File: config.mk
export PLATFORM = sky130hd
export DESIGN_NAME = simd_cond_resolver
export DESIGN_NICKNAME = d
export VERILOG_FILES = /design/src/rtl/simd_cond_pkg.sv /design/src/rtl/simd_cond_ctrl.sv /design/src/rtl/simd_stat_store.sv /design/src/rtl/simd_cond_resolver.sv
export SDC_FILE = /design/constraint.sdc
export NUM_CORES = 1
export LEC_CHECK = 0
export ABC_CLOCK_PERIOD_IN_PS = 3380
export BUFFER_PORTS_ARGS = -buffer_cell sky130_fd_sc_hd__buf_2
export CAP_MARGIN = 10
export CORE_MARGIN = 2
export CORE_UTILIZATION = 55
export DETAILED_ROUTE_END_ITERATION = 16
export GPL_TIMING_DRIVEN = 0
export MAX_ROUTING_LAYER = met4
export PLACE_DENSITY = 0.74
export SETUP_SLACK_MARGIN = 0.3
export SYNTH_ARGS = -nofsm -noshare
export SYNTH_HDL_FRONTEND = slang
export SYNTH_SLANG_ARGS = --single-unit
File: constraint.sdc
create_clock -name clk -period 3.38 [get_ports clk]
set_clock_uncertainty 0.15 [all_clocks]
set_input_delay 0.338 -clock clk [delete_from_list [all_inputs] [get_ports clk]]
set_output_delay 0.338 -clock clk [all_outputs]
set_load 0.02 [all_outputs]
File: src/rtl/simd_cond_pkg.sv
package simd_cond_pkg;

  localparam int IDX_MAX_W = 8;

  typedef enum logic [2:0] {
    OP_COMPUTE   = 3'd0,
    OP_BRANCH    = 3'd1,
    OP_MOVE_PP   = 3'd2,
    OP_MOVE_UP   = 3'd3,
    OP_MOVE_PU   = 3'd4,
    OP_ADDR_MOD  = 3'd5,
    OP_RSVD6     = 3'd6,
    OP_RSVD7     = 3'd7
  } op_e;

  // strobes from stack control to stack storage
  typedef struct packed {
    logic                 wrX;
    logic                 wrY;
    logic                 rdX;
    logic                 rdY;
    logic [IDX_MAX_W-1:0] wrIdx;
    logic [IDX_MAX_W-1:0] rdIdx;
  } stk_strobe_t;

endpackage

File: src/rtl/simd_cond_ctrl.sv
module simd_cond_ctrl
  import simd_cond_pkg::*;
#(
  parameter int DEPTH = 5
) (
  input  logic        clk,
  input  logic        rstN,
  input  logic        simdEn,
  input  logic        condX,
  input  logic        condY,
  input  logic        uncond,
  input  op_e         opCls,
  input  logic        preModify,
  input  logic        pushReq,
  input  logic        popReq,
  output logic        wrEnX,
  output logic        wrEnY,
  output logic        shareSrc,
  output logic        branchTaken,
  output logic        dagModEn,
  output logic        stkOverflow,
  output logic        stkUnderflow,
  output stk_strobe_t strb
);

  localparam int CW = $clog2(DEPTH + 1);

  // effective lane conditions
  logic effX, effY, laneYOn;

  always_comb begin
    effX    = condX | uncond;
    laneYOn = simdEn & (condY | uncond);
    effY    = simdEn ? (condY | uncond) : 1'b1;
  end

  // per-class combination rules
  always_comb begin
    wrEnX       = 1'b0;
    wrEnY       = 1'b0;
    shareSrc    = 1'b0;
    branchTaken = 1'b0;
    dagModEn    = 1'b0;
    unique case (opCls)
      OP_COMPUTE, OP_MOVE_PP: begin
        wrEnX = effX;
        wrEnY = laneYOn;
      end
      OP_MOVE_UP: begin
        wrEnX    = effX;
        wrEnY    = laneYOn;
        shareSrc = simdEn;
      end
      OP_MOVE_PU: begin
        wrEnX = effX;
      end
      OP_BRANCH: begin
        branchTaken = effX & effY;
      end
      OP_ADDR_MOD: begin
        dagModEn = preModify | effX | laneYOn;
      end
      default: begin
      end
    endcase
  end

  // stack occupancy control
  logic [CW-1:0] count;
  logic doPush, doPop, isFull, isEmpty;

  always_comb begin
    doPush  = pushReq & ~popReq;
    doPop   = popReq & ~pushReq;
    isFull  = (count == CW'(DEPTH));
    isEmpty = (count == '0);
  end

  always_comb begin
    strb       = '0;
    strb.wrX   = doPush & ~isFull;
    strb.wrY   = doPush & ~isFull & simdEn;
    strb.rdX   = doPop & ~isEmpty;
    strb.rdY   = doPop & ~isEmpty & simdEn;
    strb.wrIdx = IDX_MAX_W'(count);
    strb.rdIdx = IDX_MAX_W'(count - CW'(1));
  end

  always_ff @(posedge clk) begin
    if (!rstN) begin
      count        <= '0;
      stkOverflow  <= 1'b0;
      stkUnderflow <= 1'b0;
    end else begin
      stkOverflow  <= doPush & isFull;
      stkUnderflow <= doPop & isEmpty;
      if (strb.wrX)      count <= count + CW'(1);
      else if (strb.rdX) count <= count - CW'(1);
    end
  end

endmodule

File: src/rtl/simd_stat_store.sv
module simd_stat_store
  import simd_cond_pkg::*;
#(
  parameter int DEPTH = 5,
  parameter int W     = 16
) (
  input  logic         clk,
  input  logic         rstN,
  input  stk_strobe_t  strb,
  input  logic [W-1:0] statXIn,
  input  logic [W-1:0] statYIn,
  output logic [W-1:0] statXOut,
  output logic [W-1:0] statYOut,
  output logic         restoreX,
  output logic         restoreY
);

  localparam int IW = (DEPTH > 1) ? $clog2(DEPTH) : 1;

  logic [W-1:0] memX [DEPTH];
  logic [W-1:0] memY [DEPTH];
  logic [IW-1:0] wIdx, rIdx;

  always_comb begin
    wIdx = strb.wrIdx[IW-1:0];
    rIdx = strb.rdIdx[IW-1:0];
  end

  for (genvar i = 0; i < DEPTH; i++) begin : g_entry
    always_ff @(posedge clk) begin
      if (!rstN) begin
        memX[i] <= '0;
        memY[i] <= '0;
      end else begin
        if (strb.wrX && wIdx == IW'(i)) memX[i] <= statXIn;
        if (strb.wrY && wIdx == IW'(i)) memY[i] <= statYIn;
      end
    end
  end

  always_ff @(posedge clk) begin
    if (!rstN) begin
      statXOut <= '0;
      statYOut <= '0;
      restoreX <= 1'b0;
      restoreY <= 1'b0;
    end else begin
      restoreX <= strb.rdX;
      restoreY <= strb.rdY;
      if (strb.rdX) statXOut <= memX[rIdx];
      if (strb.rdY) statYOut <= memY[rIdx];
    end
  end

endmodule

File: src/rtl/simd_cond_resolver.sv
module simd_cond_resolver
  import simd_cond_pkg::*;
#(
  parameter int DEPTH = 5,
  parameter int W     = 16
) (
  input  logic         clk,
  input  logic         rstN,
  input  logic         simdEn,
  input  logic         condX,
  input  logic         condY,
  input  logic         uncond,
  input  logic [2:0]   opClass,
  input  logic         preModify,
  input  logic         pushReq,
  input  logic         popReq,
  input  logic [W-1:0] statXIn,
  input  logic [W-1:0] statYIn,
  output logic         wrEnX,
  output logic         wrEnY,
  output logic         shareSrc,
  output logic         branchTaken,
  output logic         dagModEn,
  output logic [W-1:0] statXOut,
  output logic [W-1:0] statYOut,
  output logic         restoreX,
  output logic         restoreY,
  output logic         stkOverflow,
  output logic         stkUnderflow
);

  stk_strobe_t strb;

  simd_cond_ctrl #(.DEPTH(DEPTH)) u_ctrl (
    .clk          (clk),
    .rstN         (rstN),
    .simdEn       (simdEn),
    .condX        (condX),
    .condY        (condY),
    .uncond       (uncond),
    .opCls        (op_e'(opClass)),
    .preModify    (preModify),
    .pushReq      (pushReq),
    .popReq       (popReq),
    .wrEnX        (wrEnX),
    .wrEnY        (wrEnY),
    .shareSrc     (shareSrc),
    .branchTaken  (branchTaken),
    .dagModEn     (dagModEn),
    .stkOverflow  (stkOverflow),
    .stkUnderflow (stkUnderflow),
    .strb         (strb)
  );

  simd_stat_store #(.DEPTH(DEPTH), .W(W)) u_store (
    .clk      (clk),
    .rstN     (rstN),
    .strb     (strb),
    .statXIn  (statXIn),
    .statYIn  (statYIn),
    .statXOut (statXOut),
    .statYOut (statYOut),
    .restoreX (restoreX),
    .restoreY (restoreY)
  );

endmodule

==> impl_metrics.yaml <==
timing:
  max_freq_mhz: 357
  finalMaxSlewViolations: 0
  rsz0062_at_grt: "no"
  final.period_utilization_pct: 82.8
  slew_headroom_pct: 35.8
  hold_violations: 0
  setup_tns_ns: 0
  timing.final.ws_setup_ns: 0.582
  setup_viol: 0
  fin_crit_ns: 2.80
  tightestPinTransition_ns: 0.963
synthesis:
  yosys_warnings: 0
  ys.flop_type: "edfxtp_1"
  ys_top_cells_by_count: "160 x edfxtp_1, 128 x and2_1, 77 x nand2_1, 39 x dfxtp_1, 38 x o21ai_0"
  netlist_area_um2: 8650
  yosysUniqueCellTypes: 42
  syn_area_per_cell_um2: 13.6
  synth_fp_nets: 686
  synthCells: 636
  synth_top_area_cell: "edfxtp_1"
  synth-seq-cells: 199
  synthArstFlopShare_pct: 0
  yosysMostFrequentCell: "edfxtp_1"
  synth_area_leaders: "edfxtp_1 56%, and2_1 9.3%, dfxtp_1 9.0%"
  synth-seq-area-share_pct: 64.6
  synth_edf_count: 160
  yosysTopAreaCellShare_pct: 55.6
cells_and_area:
  syn_to_final_growth_pct: 15.5
  drive_above_1_share_pct: 26.2
  fill_cells: 1103
  utilization_pct: 65.5
  layout.nets: 792
  final_cell_area_um2: 9990
  stdcell_count: 967
placed_design:
  postPlaceCellArea_um2: 9390
  gp_congestion: 0.914
  pre_cts_slack_ns: 0.598
  place_hpwl_um: 13300
  port_buffers: 83
  placed_cells: 934
detailed_routing:
  dr.pass1.iters: 5
  ant_nets: 0
  viasPerCell: 5.76
  wirelength_um: 20200
  drcViolationCount: 0
  drt_iter0_markers: 658
  vias: 5574
  wl_per_cell_um: 20.9
floorplanning:
  die_h_um: 129
  die_x_um: 129
  core_um2: 15300
  dieArea_um2: 16700
  ios: 85
  start_util_pct: 56.7
  fp-row-count: 45
setup_path:
  end_kind: "register"
  cp_max_fo: 16
  worstPathCellList: "buf_4, buf_6, inv_1, ha_1, nor2b_2, buf_6, nand2_2, nand2_1"
  worstSetupPathType: "reg -> reg"
  crit_required_ns: 3.19
  r2r_setup_slack_ns: 0.58
  crit_top_cell: "buf_6"
  cp_num_buf_inv: 4
  max_stage_delay_ns: 0.54
  cp.arrival_ns: 2.61
  worst_setup_path_start_kind: "register"
  crit_slowest_cell: "nand2_1"
  cp_top_family: "simple AND/OR/NAND/NOR gates"
clock_network:
  cts_max_level: 4
  cts_tree: "yes"
  cts.path.max_buffers: 2
  cts_hold_buf: 0
  post-cts-setup-buffer-count: 0
  cts_buffers: 17
  path_clk_slew_ns: 0.06
  clock_latency_ns: 0.43
  cts-resized-gates: 0
  cts.sinks: 199
  cts-root-buf: "clkbuf_16"
pwr:
  powerDensity_nw_per_um2: 580
  ir_drop_mv: 0.391
  p_leak_uw: 0.00400
outcome:
  status: "finished, final reports clean"
flow_run:
  cap_viol_max_count: 0
global_route:
  grt_first_pass_wirelength_um: 30700
  antenna_found_initial: 1
  overflow: 0
  grt_pass1_vias: 5493
  track_usage_pct: 26.3
  grt_start_max_net_pins: 17
hold_path:
  holdCritPathClass: "in -> reg"
## final timing paths
check / startpoint / to / depth (start not counted)
worst min register to register: u_store.memX[4][12]$_SDFFCE_PN0P_ / u_store.statXOut[12]$_SDFFE_PN0P_ / 2
worst max-delay path: u_ctrl.count[0]$_SDFFE_PN0P_ / u_store.memX[0][15]$_SDFFCE_PN0P_ / 8
worst min-delay path: statXIn[13] / u_store.memX[4][13]$_SDFFCE_PN0P_ / 2
worst max register to register: u_ctrl.count[0]$_SDFFE_PN0P_ / u_store.memX[0][15]$_SDFFCE_PN0P_ / 8
## state kept, by name (all words and copies together) (netlist names), 3 cells and up
name,count
u_ctrl.count,3
u_store.memX,80
u_store.statYOut,16
u_store.statXOut,16
u_store.memY,80
## metrics by stage
stage,power (uW),hold slack (ns)
3_3_place_gp,3740,0.363
3_5_place_dp,3770,0.372
2_1_floorplan,3460,0.360
5_1_grt,5990,0.0740
4_1_cts,5800,0.0617
6_report,5790,0.0805
## final cells by class
class / instances / area [um2] / share of cell area, %
Antenna cell: 1 / 2.50 / 0.0251
Inverter: 6 / 22.5 / 0.225
Multi-Input combinational cell: 388 / 2820 / 28.2
Tap cell: 211 / 264 / 2.64
Clock inverter: 11 / 155 / 1.55
Timing Repair Buffer: 87 / 464 / 4.65
Clock buffer: 21 / 440 / 4.41
Buffer: 43 / 238 / 2.38
Sequential cell: 199 / 5590 / 55.9
## routing by layer
layer	routed length, um	vias to the layer above	GRT usage (%)
li1	-	2531	-
met1	8480	2754	35.4
met2	9730	256	40.4
met3	1640	33	5.57
met4	375	0	9.21
met5	0	-	-
## placed cells by master (no fill, tap or decap), types with 9 or more instances in the layout
cell         n
a31oi_1     32
and2_1     128
and3_1      32
buf_2       99
clkbuf_1    15
clkbuf_16   17
clkbuf_2     9
dfxtp_1     39
edfxtp_1   160
mux4_2      32
nand2_1     77
o21ai_0     33
## logic make-up (layout without fill, tap and decap cells)
logic type,after synthesis,count (layout),share of synthesized area [%]
buffers and inverters,49,168,3.01
adders and majority gates,6,6,0.868
AOI/OAI and AO/OA,78,78,5.19
muxes,33,33,8.46
xor gates and xnor gates,3,3,0.391
DFF,199,199,64.6
and+or+nand+nor,268,268,17.5
other,0,1,0
## report_power, final
| group | internal, uW | leakage (uW) | switching, uW |
|---|---|---|---|
| clock network | 1230 | 0.000291 | 833 |
| logic | 331 | 0.00173 | 566 |
| registers | 2780 | 0.00198 | 48.2 |
No activity file was read; power rests on OpenSTA's default activity.
